File: config.mk
export PLATFORM = sky130hd
export DESIGN_NAME = reload_timer16
export DESIGN_NICKNAME = d
export VERILOG_FILES = /design/src/rtl/reload_timer16.sv
export SDC_FILE = /design/constraint.sdc
export NUM_CORES = 1
export LEC_CHECK = 0
export CORE_MARGIN = 10
export CORE_UTILIZATION = 45
export DETAILED_ROUTE_END_ITERATION = 16
export PLACE_DENSITY = 0.82
export SYNTH_ARGS = -nofsm -noshare
export SYNTH_HDL_FRONTEND = slang
export SYNTH_SLANG_ARGS = --single-unit
File: constraint.sdc
create_clock -name clk -period 2.45 [get_ports clk]
set_input_delay 0.49 -clock clk [delete_from_list [all_inputs] [get_ports clk]]
set_output_delay 0.49 -clock clk [all_outputs]
set_load 0.02 [all_outputs]
File: src/rtl/reload_timer16.sv
module reload_timer16 #(
  parameter int CW = 16,
  parameter int DW = 4,
  localparam int PW = (1 << DW) - 2
) (
  input  logic          clk,
  input  logic          rst_n,
  input  logic          cfg_we_i,
  input  logic [1:0]    mode_i,
  input  logic [DW-1:0] div_i,
  input  logic          reload_we_i,
  input  logic [CW-1:0] reload_i,
  input  logic          preset_i,
  input  logic          run_i,
  input  logic          ext_i,
  input  logic          irq_clr_i,
  input  logic          cap_clr_i,
  output logic [CW-1:0] count_o,
  output logic [CW-1:0] capture_o,
  output logic          cap_done_o,
  output logic          underflow_o,
  output logic          irq_o,
  output logic          sclk_o
);
  localparam logic [1:0] M_INT = 2'd0, M_EXT = 2'd1, M_PW = 2'd2;

  logic [1:0]    mode_q;
  logic [DW-1:0] div_q;
  logic [CW-1:0] reload_q, cnt_q;
  logic [PW-1:0] pre_q, mask;
  logic          s1_q, s2_q, s3_q;
  logic          cfg_ok, tick_int, rise, fall, tick, wrap;

  assign mask     = ~({PW{1'b1}} << div_q);
  assign tick_int = (pre_q & mask) == mask;
  assign cfg_ok   = (mode_q != 2'd3) && (div_q != {DW{1'b1}});
  assign rise     = s2_q & ~s3_q;
  assign fall     = ~s2_q & s3_q;

  always_comb begin
    case (mode_q)
      M_INT:   tick = tick_int;
      M_EXT:   tick = rise;
      M_PW:    tick = tick_int & s2_q;
      default: tick = 1'b0;
    endcase
    tick = tick & run_i & cfg_ok & ~preset_i;
  end

  assign wrap    = tick && (cnt_q == '0);
  assign count_o = cnt_q;

  always_ff @(posedge clk or negedge rst_n) begin
    if (!rst_n) begin
      mode_q <= '0; div_q <= '0; reload_q <= '0;
    end else begin
      if (cfg_we_i) begin
        mode_q <= mode_i;
        div_q  <= div_i;
      end
      if (reload_we_i) reload_q <= reload_i;
    end
  end

  always_ff @(posedge clk or negedge rst_n) begin
    if (!rst_n) {s1_q, s2_q, s3_q} <= '0;
    else        {s1_q, s2_q, s3_q} <= {ext_i, s1_q, s2_q};
  end

  always_ff @(posedge clk or negedge rst_n) begin
    if (!rst_n)      pre_q <= '0;
    else if (!run_i) pre_q <= '0;
    else             pre_q <= pre_q + PW'(1);
  end

  always_ff @(posedge clk or negedge rst_n) begin
    if (!rst_n) begin
      cnt_q <= '0; underflow_o <= 1'b0; irq_o <= 1'b0; sclk_o <= 1'b0;
    end else begin
      underflow_o <= wrap;
      if (preset_i)  cnt_q <= reload_q;
      else if (wrap) cnt_q <= reload_q;
      else if (tick) cnt_q <= cnt_q - CW'(1);
      if (wrap) begin
        irq_o  <= 1'b1;
        sclk_o <= ~sclk_o;
      end else if (irq_clr_i) irq_o <= 1'b0;
    end
  end

  always_ff @(posedge clk or negedge rst_n) begin
    if (!rst_n) begin
      capture_o <= '0; cap_done_o <= 1'b0;
    end else if (mode_q == M_PW && fall) begin
      capture_o  <= cnt_q;
      cap_done_o <= 1'b1;
    end else if (cap_clr_i) cap_done_o <= 1'b0;
  end

  p_uf_reload_r4: assert property (@(posedge clk) disable iff (!rst_n)
    underflow_o |-> (count_o == $past(reload_q)) && irq_o);
  p_uf_single_r4: assert property (@(posedge clk) disable iff (!rst_n)
    underflow_o && (reload_q != '0) |=> !underflow_o);
  p_sclk_toggle_r5: assert property (@(posedge clk) disable iff (!rst_n)
    underflow_o |-> sclk_o != $past(sclk_o));
  p_sclk_hold_r5: assert property (@(posedge clk) disable iff (!rst_n)
    !underflow_o |-> $stable(sclk_o));
  p_preset_r6: assert property (@(posedge clk) disable iff (!rst_n)
    preset_i |=> count_o == $past(reload_q));
  p_hold_idle_r7: assert property (@(posedge clk) disable iff (!rst_n)
    (!run_i || !cfg_ok) && !preset_i |=> $stable(count_o));
  p_step_one_r9: assert property (@(posedge clk) disable iff (!rst_n)
    !$past(preset_i) && !underflow_o && (count_o != $past(count_o))
      |-> count_o == $past(count_o) - CW'(1));
endmodule

Word-level counts from Yosys, hierarchy flattened. Index checks and enable logic that the tools add are counted.

Register bits: 75. Output and inout bits: 36. Word-level logic and storage cells: 50. Bits of input ports: 31.

Mux-type cells: 9. Reduce and logical (&&, ||, !) cells: 8. $add $sub $neg: 2. Equal/unequal tests: 5. Bitwise gates (word level): 12. Shift-type cells: 1.

Operators with widths (number): $mux 16 (3); $logic_not 16->1 (1); $sub 16x1->16 const B (1); $add 14x1->14 const B (1); $and 14x14->14 (1); $eq 14x14->1 (1); $mux 14 (1); $not 14->14 (1); $shl 14x4->14 const A (1); $and 1x1->1 (6); $mux 1 (4); $ne 4x4->1 const B (1); $not 1->1 (4); $reduce_bool 2->1 (2); $logic_and 1x1->1 (3); $pmux 1 s3 (1); $reduce_bool 3->1 (1); $eq 2x1->1 const B (1); $eq 2x2->1 const B (1); $logic_not 2->1 (1); $ne 2x2->1 const B (1).

Longest topological paths before layout.
Depth in word-level cells: 12. Gate-level depth with buffers: 10. Depth with buffers taken out: 9.

Worst setup path before layout. OpenSTA, ideal clock, no wires.

Path kind: reg2reg. Start: register mode_q[0]. End: register cnt_q[3] (netlist: count_o[3]). Path buffers: 1. Arrival: 2010 ps. Data required time: 2302 ps. Slack: 292 ps. Library setup time: 148 ps. Period minus slack after synthesis: 2158 ps. Cell stages (with the launch flop): 11. Cells stage by stage: dfrtp_1 -> inv_1 -> ha_1 -> nand2b_1 -> a31oi_1 -> and4bb_2 -> and2_1 -> a21oi_2 -> buf_4 -> mux2i_1 -> o311ai_0.

Word-level cells in the longest chain between the ends: 8. Elaborated cells on any way between the ends: 13. Those cells by class: eq/ne (3); mux (3); bitwise (3); reduce/logical (4).

RTL lines: start, declared (RTL line 27) `logic [1:0] mode_q;`; start signal, assigned (RTL line 58) `mode_q <= mode_i;`; $eq 2x2->1 (tied with other cells) (RTL line 41) `case (mode_q)`; $pmux 1 s3 (RTL line 41); $and 1x1->1 (RTL line 47) `tick = tick & run_i & cfg_ok & ~preset_i;`; $and 1x1->1 * (2 in series) (RTL line 47); $logic_and 1x1->1 (RTL line 50) `assign wrap = tick && (cnt_q == '0);`; $mux 16 (RTL line 82) `else if (wrap) cnt_q <= reload_q;`; $mux 16 (RTL line 81) `if (preset_i) cnt_q <= reload_q;`; end signal, assigned (RTL line 81); end signal, assigned (RTL line 82); end signal, assigned (RTL line 83) `else if (tick) cnt_q <= cnt_q - CW'(1);`; end, declared (RTL line 29) `logic [CW-1:0] reload_q, cnt_q;`.

Every way passes the cells marked *; elsewhere a longest branch is shown, timed or not. A chain may end at the register's enable or synchronous reset.

Worst setup path in the final report.
Start: register div_q[2]. End: register cnt_q[3] (netlist: count_o[3]).

Word-level cells in the longest chain between the ends: 12. Elaborated cells on any way between the ends: 15. Those cells by class: eq/ne (2); shift (1); mux (3); bitwise (6); reduce/logical (3).

RTL lines: start, declared (RTL line 28) `logic [DW-1:0] div_q;`; start signal, assigned (RTL line 59) `div_q <= div_i;`; $shl 14x4->14 (RTL line 34) `assign mask = ~({PW{1'b1}} << div_q);`; $not 14->14 (RTL line 34); $and 14x14->14 (RTL line 35) `assign tick_int = (pre_q & mask) == mask;`; $eq 14x14->1 (RTL line 35); $and 1x1->1 (RTL line 44) `M_PW: tick = tick_int & s2_q;`; $pmux 1 s3 (RTL line 41); $and 1x1->1 (RTL line 47); $and 1x1->1 * (2 in series) (RTL line 47); $logic_and 1x1->1 (RTL line 50); $mux 16 (RTL line 82); $mux 16 (RTL line 81).

Marks and branches as above.

==> impl_results.md <==
* RSZ-0062 raised after global routing: false
* Post-Syn Area per Cell at 11.1 um^2
* Yosys top cell by area: dfrtp_1
* Vias in the first global route at 3067
* Maxcap violations at 0
* H-tree depth at 3
* Critical Path End Type: flop
* Leakage at 2.07 nW
* Vias at 2933
* Mapped Cells at 341
* Initial core utilization at between 40 and 50%
* Mapped Nets at 378
* Peak supply drop at ~0.00035 V
* Endpoints failing hold at 0
* Switching pwr at 1.05 mW
* Largest net degree at the start of global routing at 76
* Vias/cell at 5.51
* Post-Synthesis Cell Area at around 3800 um^2
* Number of synthesized flops with an enable pin at 0
* First-pass GRT wire length at 15800 um
* Yosys top cell area share at 49.7%
* Ys Warns at 0
* Layout cells sized above 1 at 21.3%
* Final Wtd Congestion at just under 0.9
* Power per cell area at 706 nW/um^2
* Non-Filler Instances at 532
* Mux contribution to synthesized area at approximately 8.6%
* Predominant post-synthesis flop cell: dfrtp_1
* Least-Margin Pin Slew at 0.939 ns
* Final setup violation count at 0
* Sequential share of power at 45.1%
* NumNets Final at 459
* Area share of fa/ha/maj cells after synthesis at 1.99%
* Net Sw Frac at 30.8%
* Max incr delay on CP at 0.45 ns
* Status: complete, no violations
* Worst-path clk slew at about 0.080 ns
* Reg2reg path depth at 10
* Die area at 12500 um^2
* Main combinational cell family by area after synthesis: simple AND/OR/NAND/NOR gates
* Path type of the worst min-delay path: in2async
* Slew Limit Fails at 0
* DP Wirelength at 6880 um
* Synth Area in XOR/XNOR at 2.09%
* WS Path Type: reg2reg
* Yosys reg bits at 75
* Int Pwr at 2.37 mW
* IO buf count at 66
* Iteration-0 DRC Markers at 225
* Top cells by area, synth: dfrtp_1, mux2_2, nand2_1
* Most used cell, CP: buf_4
* Ys async rst share at 100%
* Worst path cell trace: buf_2 -> a21oi_1 -> o32ai_2 -> o41ai_4 -> buf_4 -> buf_4 -> a21oi_2 -> buf_12 -> mux2i_1 -> o311ai_0
* Worst-path fanout max at 13
* CTS tree: built
* Number of diodes at 0
* ANT nets after route at 0
* Min Tclk post-route at approximately 2.3 ns
* Routed wire length per instance at roughly 17 um
* Synth-to-layout area growth at 28.1%
* Fmax at 431 MHz
* Fin Clk Skew at approximately 0.0076 ns
* Comb pwr share at between 20% and 30%
* Clk root buf: clkbuf_8
* Sink Count at 75
* Worst-skew pair later-pin latency at 0.35 ns
* Die H at 112 um
* Clock power share at 28.1%
* CTS Buf Count at 9
* Antenna violations before repair at 0
* Row cnt at 33
* Tcrit/Tclk final at 94.7%
* All-Layer GR Usage at between 10% and 20%
* Iteration count of the initial detailed-routing pass at 5
* Synth Area in Compound Gates at 15.9%
* Synth unique cells at 68
* Max_slew headroom at a little under two fifths
* CP max stage cell: dfrtp_2
* Startpoint types: flop
* CP required at approximately 2.7 ns
* Sequential element share of the synthesized area at 49.7%
* Final global-route overflow total at 0
* Dpl cells at 513
* Fin Setup TNS at 0 ns
* DRC Markers at 0
* Fillcell total at 682
* Synth top cells by count: dfrtp_1, mux2_2, nand2_1
* Clock buffer depth at 2
* Simple-gate portion of the synthesized area at between 10% and 20%
* Ports at 67
* Most frequent cell after synthesis: dfrtp_1
* Post-Route WL at roughly 9000 um
* Placeable Area at 8180 um^2
* Die X-Extent at around 110 um
* Worst EP arrival at about 2.5 ns
worst max-delay path: cells and delay by family, from the launching register on:
| family | cells | cell delay (ns) |
|---|---|---|
| compound gates | 5 | 0.90 |
| buf+inv | 4 | 0.65 |
| flops | 1 | 0.45 |
| mux | 1 | 0.17 |
state kept, by name, summed over array words and instances, names as in the netlist, 2 cells and up:
signal     count
mode_q         2
div_q          4
capture_o     16
reload_q      16
count_o       16
pre_q         14
cell type report:
cell class	instances	area, um^2	area share [%]
sequential	75	1880	38.8
clock inverter	6	63.8	1.32
clock buffer	10	138	2.84
inverter	14	52.6	1.09
timing repair buffer	87	826	17.1
tap	105	131	2.72
multi-input combinational	235	1750	36.1
timing repair:
item                                    in CTS  in global routing
hold buffers                                 0                  0
gates resized for setup                      0                  6
endpoints found under the setup margin       0                 14
buffers inserted                             0                  3
layout by cell type, fill, tap and decap left out, types with 3 or more instances in the layout:
master	Yosys	routed
clkdlybuf4s50_1	0	65
and2_1	13	12
dfrtp_1	75	73
buf_4	1	20
nand2b_1	10	10
a211oi_1	4	4
a21oi_1	5	5
inv_1	14	14
and3_1	3	3
nand3_1	8	8
ha_1	6	6
nor3_1	6	6
o21ai_0	18	18
a211o_1	3	3
xnor2_1	7	7
nor2b_1	6	6
or3_1	7	7
nand2_1	26	26
a21boi_0	4	4
a21oi_2	4	4
nor2_1	18	18
nand4_1	5	5
mux2_2	27	27
clkbuf_8	0	10
power groups by stage:
stage	Clock (mW)	Sequential, mW	Combinational, mW
floorplan	0	1.69	0.334
global placement	0	1.56	0.892
detailed placement	0	1.57	0.915
CTS	0.992	1.54	0.919
global route	1.05	1.56	0.989
finish	0.959	1.54	0.918
path summary, 6_finish.rpt:
| kind | start | slack [ns] | endpoint |
|---|---|---|---|
| max in group asynchronous | rst_n | 1.55 | div_q[2] |
| min in group clk | s1_q | 0.35 | s2_q |
| worst max-delay path | div_q[2] | 0.13 | count_o[3] |
| worst min-delay path | rst_n | 0.27 | pre_q[12] |
| worst max register to register | div_q[2] | 0.13 | count_o[3] |
| worst min register to register | s1_q | 0.35 | s2_q |
per-stage QoR:
step	total power, mW	utilization (%)	cell area [um^2]	setup slack, ns	hold slack, ns
floorplan	2.02	-	3780	0.292	0.194
global placement	2.45	56.3	4600	0.126	0.337
detailed placement	2.48	56.3	4600	0.0223	0.339
CTS	3.45	58.8	4800	0.0410	0.312
global route	3.60	59.2	4840	0.00991	0.368
finish	3.42	59.2	4840	0.129	0.268
cells by family (layout without fill, tap and decap cells):
| group | Yosys count | count (layout) |
|---|---|---|
| flip-flops | 75 | 75 |
| buffers and inverters | 31 | 117 |
| multiplexers | 29 | 29 |
| AND/OR/NAND/NOR | 117 | 117 |
| adder cells (fa/ha/maj) | 6 | 6 |
| AO/OA/AOI/OAI | 74 | 74 |
| XOR/XNOR | 9 | 9 |
routing by layer:
| layer | share of wire (%) | global-route usage [%] |
|---|---|---|
| met1 | 43 | 19.0 |
| met2 | 49 | 24.1 |
| met3 | 7.0 | 4.62 |
| met4 | 1.2 | 6.26 |
| met5 | 0 | 0 |
Note: power is estimated with default switching activity, not from simulation.
